$ cat config.mk
export PLATFORM = sky130hd
export DESIGN_NAME = vlat_calc
export DESIGN_NICKNAME = d
export VERILOG_FILES = /design/src/rtl/vlat_pkg.sv /design/src/rtl/vlat_tree_walk.sv /design/src/rtl/vlat_cost_mix.sv /design/src/rtl/vlat_calc.sv
export SDC_FILE = /design/constraint.sdc
export NUM_CORES = 2
export LEC_CHECK = 0
export BUFFER_PORTS_ARGS = -buffer_cell sky130_fd_sc_hd__buf_4
export CAP_MARGIN = 20
export CORE_ASPECT_RATIO = 1.1
export CORE_MARGIN = 5
export CORE_UTILIZATION = 50
export DETAILED_ROUTE_END_ITERATION = 12
export GPL_ROUTABILITY_DRIVEN = 0
export PLACE_DENSITY = 0.69
export SKIP_LAST_GASP = 1
export SYNTH_ARGS = -nofsm -noshare
export SYNTH_HDL_FRONTEND = slang
export SYNTH_SLANG_ARGS = --single-unit
$ cat constraint.sdc
create_clock -name clk -period 12.4 [get_ports clk]
set_input_delay 1.86 -clock clk [delete_from_list [all_inputs] [get_ports clk]]
set_output_delay 1.86 -clock clk [all_outputs]
set_load 0.01 [all_outputs]
$ cat src/rtl/vlat_pkg.sv
package vlat_pkg;

    localparam int LAT_W = 16;
    localparam int RES_W = 32;

    localparam logic [2:0] OP_NORM = 3'd0;
    localparam logic [2:0] OP_SMAX = 3'd1;
    localparam logic [2:0] OP_ADD  = 3'd2;
    localparam logic [2:0] OP_GELU = 3'd3;
    localparam logic [2:0] OP_NOP  = 3'd4;

    typedef struct packed {
        logic [LAT_W-1:0] tree;
        logic [LAT_W-1:0] smul;
        logic [LAT_W-1:0] sqrt;
        logic [LAT_W-1:0] add;
        logic [LAT_W-1:0] mul;
        logic [LAT_W-1:0] exp;
        logic [LAT_W-1:0] gelu;
    } lat_set_t;

    function automatic logic [RES_W-1:0] widen(input logic [LAT_W-1:0] v);
        return RES_W'(v);
    endfunction

    // Divide by 2**sh and round up: shift, then add one if any dropped bit was set.
    function automatic logic [RES_W-1:0] ceil_shift(input logic [RES_W-1:0] v,
                                                    input int unsigned sh);
        logic [RES_W-1:0] mask;
        mask = (RES_W'(1) << sh) - RES_W'(1);
        return (v >> sh) + ((|(v & mask)) ? RES_W'(1) : RES_W'(0));
    endfunction

endpackage

$ cat src/rtl/vlat_tree_walk.sv
module vlat_tree_walk
    import vlat_pkg::*;
#(
    parameter int LANES  = 8,
    parameter int SIZE_W = 16
) (
    input  logic              clk,
    input  logic              rst,
    input  logic              start,
    input  logic [SIZE_W-1:0] size_i,
    output logic              busy_o,
    output logic              fin_o,
    output logic [RES_W-1:0]  total_o
);
    localparam int unsigned   SH      = $clog2(LANES);
    localparam logic [RES_W-1:0] LANES_R = RES_W'(LANES);

    logic             run_q;
    logic [RES_W-1:0] cur_q;
    logic [RES_W-1:0] acc_q;
    logic [RES_W-1:0] quot;
    logic             last;

    generate
        if (LANES < 2 || (LANES & (LANES - 1)) != 0) begin : g_bad_lanes
            $error("LANES must be a power of two of at least 2");
        end
    endgenerate

    always_comb begin
        quot    = ceil_shift(cur_q, SH);
        last    = run_q && (cur_q <= LANES_R);
        fin_o   = last;
        busy_o  = run_q;
        total_o = acc_q + RES_W'(1);
    end

    always_ff @(posedge clk) begin
        if (rst) begin
            run_q <= 1'b0;
            cur_q <= '0;
            acc_q <= '0;
        end else if (start) begin
            run_q <= 1'b1;
            cur_q <= RES_W'(size_i);
            acc_q <= '0;
        end else if (run_q) begin
            if (last) begin
                run_q <= 1'b0;
            end else begin
                cur_q <= quot;
                acc_q <= acc_q + quot;
            end
        end
    end

    // each non-final level strictly reduces the remaining size
    a_r4_level_shrinks: assert property (@(posedge clk) disable iff (rst)
        (run_q && !last) |=> (cur_q < $past(cur_q)));

    // each non-final level adds a nonzero quotient to the pass total
    a_r4_total_grows: assert property (@(posedge clk) disable iff (rst)
        (run_q && !last && !start) |=> (acc_q > $past(acc_q)));

endmodule

$ cat src/rtl/vlat_cost_mix.sv
module vlat_cost_mix
    import vlat_pkg::*;
(
    input  logic [2:0]       op_i,
    input  lat_set_t         lat_i,
    input  logic [RES_W-1:0] tree_i,
    input  logic [RES_W-1:0] vec_i,
    output logic [RES_W-1:0] cost_o
);
    logic [RES_W-1:0] tree_part;
    logic [RES_W-1:0] scal_part;
    logic [RES_W-1:0] norm_vec;
    logic [RES_W-1:0] smax_vec;

    always_comb begin
        tree_part = RES_W'(2) * tree_i * widen(lat_i.tree);
        scal_part = RES_W'(2) * widen(lat_i.smul) + widen(lat_i.sqrt);
        norm_vec  = vec_i * (RES_W'(2) * widen(lat_i.add) + RES_W'(3) * widen(lat_i.mul));
        smax_vec  = vec_i * (widen(lat_i.add) + widen(lat_i.exp) + widen(lat_i.mul));
        case (op_i)
            OP_NORM: cost_o = tree_part + scal_part + norm_vec;
            OP_SMAX: cost_o = tree_part + smax_vec;
            OP_ADD:  cost_o = vec_i * widen(lat_i.add);
            OP_GELU: cost_o = vec_i * widen(lat_i.gelu);
            OP_NOP:  cost_o = RES_W'(1);
            default: cost_o = '0;
        endcase
    end

endmodule

$ cat src/rtl/vlat_calc.sv
module vlat_calc
    import vlat_pkg::*;
#(
    parameter int LANES  = 8,
    parameter int SIZE_W = 16
) (
    input  logic              clk,
    input  logic              rst,
    input  logic              req_valid,
    input  logic [2:0]        req_op,
    input  logic [SIZE_W-1:0] req_size,
    input  logic [15:0]       lat_tree,
    input  logic [15:0]       lat_smul,
    input  logic [15:0]       lat_sqrt,
    input  logic [15:0]       lat_add,
    input  logic [15:0]       lat_mul,
    input  logic [15:0]       lat_exp,
    input  logic [15:0]       lat_gelu,
    output logic              busy,
    output logic              done,
    output logic [31:0]       result
);
    localparam int unsigned SH = $clog2(LANES);

    logic             walk_busy;
    logic             walk_fin;
    logic [RES_W-1:0] walk_total;
    logic             accept;
    logic [2:0]       op_q;
    lat_set_t         lat_q;
    lat_set_t         lat_in;
    logic [RES_W-1:0] vec_q;
    logic [RES_W-1:0] cost;
    logic             done_q;
    logic [RES_W-1:0] result_q;

    always_comb begin
        accept = req_valid && !walk_busy;
        lat_in = '{tree: lat_tree, smul: lat_smul, sqrt: lat_sqrt, add: lat_add,
                   mul: lat_mul, exp: lat_exp, gelu: lat_gelu};
    end

    vlat_tree_walk #(.LANES(LANES), .SIZE_W(SIZE_W)) u_walk (
        .clk     (clk),
        .rst     (rst),
        .start   (accept),
        .size_i  (req_size),
        .busy_o  (walk_busy),
        .fin_o   (walk_fin),
        .total_o (walk_total)
    );

    vlat_cost_mix u_mix (
        .op_i   (op_q),
        .lat_i  (lat_q),
        .tree_i (walk_total),
        .vec_i  (vec_q),
        .cost_o (cost)
    );

    always_ff @(posedge clk) begin
        if (rst) begin
            op_q     <= '0;
            lat_q    <= '0;
            vec_q    <= '0;
            done_q   <= 1'b0;
            result_q <= '0;
        end else begin
            done_q <= walk_fin;
            if (accept) begin
                op_q  <= req_op;
                lat_q <= lat_in;
                vec_q <= ceil_shift(RES_W'(req_size), SH);
            end
            if (walk_fin) begin
                result_q <= cost;
            end
        end
    end

    assign busy   = walk_busy;
    assign done   = done_q;
    assign result = result_q;

    // an accepted request makes the unit busy in the next cycle
    a_r2_accept_busy: assert property (@(posedge clk) disable iff (rst)
        (req_valid && !busy) |=> busy);

    // done is a single-cycle pulse
    a_r5_done_pulse: assert property (@(posedge clk) disable iff (rst)
        done |=> !done);

    // the unit is idle while done is shown
    a_r5_idle_at_done: assert property (@(posedge clk) disable iff (rst)
        done |-> !busy);

    // placeholder operation reports one cycle
    a_r9_placeholder_one: assert property (@(posedge clk) disable iff (rst)
        (done && op_q == OP_NOP) |-> (result == 32'd1));

    // unrecognised operation codes report zero
    a_r9_unknown_zero: assert property (@(posedge clk) disable iff (rst)
        (done && op_q > OP_NOP) |-> (result == 32'd0));

    // the result is steady outside a done pulse
    a_r11_result_hold: assert property (@(posedge clk) disable iff (rst)
        !done |-> $stable(result));

endmodule

==> qor.txt <==
Async S/R FF share, synth: 0%
Max VDD drop: 0.000161 V
Area delta synth->final: 7.93%
CP most frequent cell: fa_1
First-pass iteration count of the detailed router: 7
Clock sink count: 210
Crit. End Element: flop
Status: completed
Clk_skew: 0.0737 ns
Drt via density: 5.66
Netlist cell types: 80
Site row count: 132
Area after DPL: 62500 um2
Pwr per Cell Area: 95.5 nW/um2
I/O Pins: 168
Slowest stage delay, CP: 0.54 ns
WS Path Type: flop to flop
Worst-skew pair later-pin latency: 0.64 ns
Max frequency: 83.8 MHz
Mapped cell area: 59100 um2
Die height: 371 um
Share of cells above drive strength 1: 7.14%
First-pass GRT wire length: 293 mm
Max_cap viols: 0
Final Cycle Share: 96.2%
Final Max Tran Viols: 0
#FFs+latches synth: 210
Post-synthesis sequential area ratio: 7.12%
Final setup viols: 0
Reg clk slew, reported paths: 0.07 ns
# port buffers: 167
Hold/Removal Path Class: flop to flop
Full die area: 125000 um2
Root Driver: clkbuf_16
Worst-margin pin slew: 1.12 ns
Initial antenna violation count: 6
Static Leakage: 31.8 nW
Total gr overflow: 0
Avg WL per Cell: 21.7 um
Post-layout util: 54.2%
Clock Path Buffers: 3
Largest fanout on the critical path: 5
Initial Utilization: 50.2%
CP startpoint kind: flop
EDFF count, synth: 0
Antenna-violating nets left: 0
Worst Path Required: 12.88 ns
Critical Path AT: 12.40 ns
Synth Instances: 7003
Post-layout nets: 8938
Endpoints failing hold: 0
CTS tree: done
Syn. warnings: 0
CTS H-tree depth: 1
Post-Syn Area per Cell: 8.44 um2
DRT iter0 DRCs: 3597
Horiz. Die Dim: 338 um
Number of vias after detailed routing: 48700
Hold buffer count at CTS: 0
Post-synthesis net count: 8894
Design Area, Final: 63800 um2
Core area: 118000 um2
TritonCTS buffer count: 28
Drc violations: 0
Largest net degree at the start of global routing: 112
Vias in the first global route: 51700
Slowest CP cell: fa_1
Final WL: 187 mm
Post-synth top flop: dfxtp_1
Post-route minimum period: 11.93 ns
GRT Util Overall: 30.2%
Slew margin rel.: 23.2%
DP HPWL: 150 mm
## layout by cell type, fill, tap and decap left out, types with 155 or more instances in the layout
| cell | instances |
|---|---|
| a21oi_1 | 324 |
| and2_1 | 493 |
| buf_4 | 358 |
| dfxtp_1 | 192 |
| fa_1 | 1110 |
| ha_1 | 644 |
| inv_1 | 1405 |
| nand2_1 | 1208 |
| nor2_1 | 155 |
| xnor2_1 | 170 |
## final timing paths
check             depth (start not counted)                         start                       to  slack, ns
setup reg to reg                         49  u_walk.acc_q[0]$_SDFFE_PP0P_  result[28]$_SDFFE_PP0P_       0.47
hold / removal                            2        lat_q[54]$_SDFFE_PP0P_   lat_q[54]$_SDFFE_PP0P_       0.45
setup / recovery                         49  u_walk.acc_q[0]$_SDFFE_PP0P_  result[28]$_SDFFE_PP0P_       0.47
hold reg to reg                           2        lat_q[54]$_SDFFE_PP0P_   lat_q[54]$_SDFFE_PP0P_       0.45
## metrics by stage
| step | cells | setup WS, ns | hold slack, ns | setup TNS, ns | power (mW) |
|---|---|---|---|---|---|
| after global placement | 8547 | 0.159 | 0.439 | 0 | 4.99 |
| final | 8613 | 0.473 | 0.454 | 0 | 6.09 |
| after global routing | 8610 | -0.0487 | 0.468 | -0.110 | 6.60 |
| after detailed placement | 8551 | -0.0507 | 0.444 | -0.0507 | 5.04 |
| after floorplan | 7003 | 0.267 | 0.431 | 0 | 3.66 |
| after CTS | 8605 | 0.0108 | 0.452 | 0 | 6.00 |
## what timing repair did
item                                   4_1_cts  5_1_grt
setup endpoints to repair                    5       14
endpoints found under the hold margin        0        0
gates resized for setup                      6       47
pin swaps                                    0       13
buffers inserted                             2        3
## state kept, by name, indices dropped and copies added, names as in the netlist
| name | cells |
|---|---|
| result | 32 |
| lat_q | 112 |
| done | 1 |
| u_walk.acc_q | 31 |
| u_walk.busy_o | 1 |
| u_walk.cur_q | 16 |
| op_q | 3 |
| vec_q | 14 |
## where the power goes
group / switching [mW] / total (mW) / leakage (nW) / internal (mW)
Clock: 0.373 / 0.878 / 0.479 / 0.505
Combinational: 2.70 / 4.40 / 29.6 / 1.70
Sequential: 0.0900 / 0.809 / 1.72 / 0.719
## per-layer routing
metal	track usage, %	up-vias	wire length [um]
met5	0	-	23
met4	17.5	4	13900
met3	5.80	636	15700
met1	37.0	24400	70400
met2	49.9	2159	86600
li1	-	21500	-
## cells by family after synthesis
group,share of synthesized area [%]
simple gates,17.6
fa+ha+maj,51.3
buf+inv,11.2
compound gates,8.33
xor+xnor,4.34
flops,7.12
mux,0.140
## synth_stat cells, drive strengths merged, types with 23 or more instances
| library cell | n | area, um2 |
|---|---|---|
| a22oi | 30 | 225 |
| o21a | 23 | 173 |
| dfxtp | 210 | 4200 |
| fa | 1110 | 22200 |
| nand2b | 41 | 257 |
| o21ai | 115 | 576 |
| nand2 | 1208 | 4530 |
| a21oi | 331 | 1660 |
| and2 | 493 | 3080 |
| ha | 647 | 8100 |
| a21o | 75 | 563 |
| o21bai | 41 | 308 |
| xnor2 | 185 | 1650 |
| nand3 | 72 | 360 |
| nor2 | 156 | 588 |
| nor4 | 32 | 200 |
| inv | 1405 | 5270 |
| clkbuf | 337 | 1260 |
| a211oi | 33 | 248 |
| xor2 | 83 | 734 |
| nor2b | 42 | 263 |
| nand4 | 23 | 180 |
| nor3 | 41 | 205 |
## cell type report
class | count | area (um2)
repair buffers | 363 | 2760
fillers | 10800 | 53800
clock buffers | 38 | 808
well taps | 1541 | 1930
inverters | 1407 | 5280
multi-input cells | 5037 | 48600
clock inverters | 14 | 175
flip-flops and latches | 210 | 4230
diodes | 3 | 7.51
## critical path: cells and delay by family, from the launching register on
kind	cells	cell delay, ns
adder cells (fa/ha/maj)	16	6.84
AO/OA/AOI/OAI	10	1.70
AND/OR/NAND/NOR	7	1.43
buffers and inverters	13	0.99
XOR/XNOR	3	0.44
flip-flops	1	0.36
Note: power is estimated with default switching activity, not from simulation.
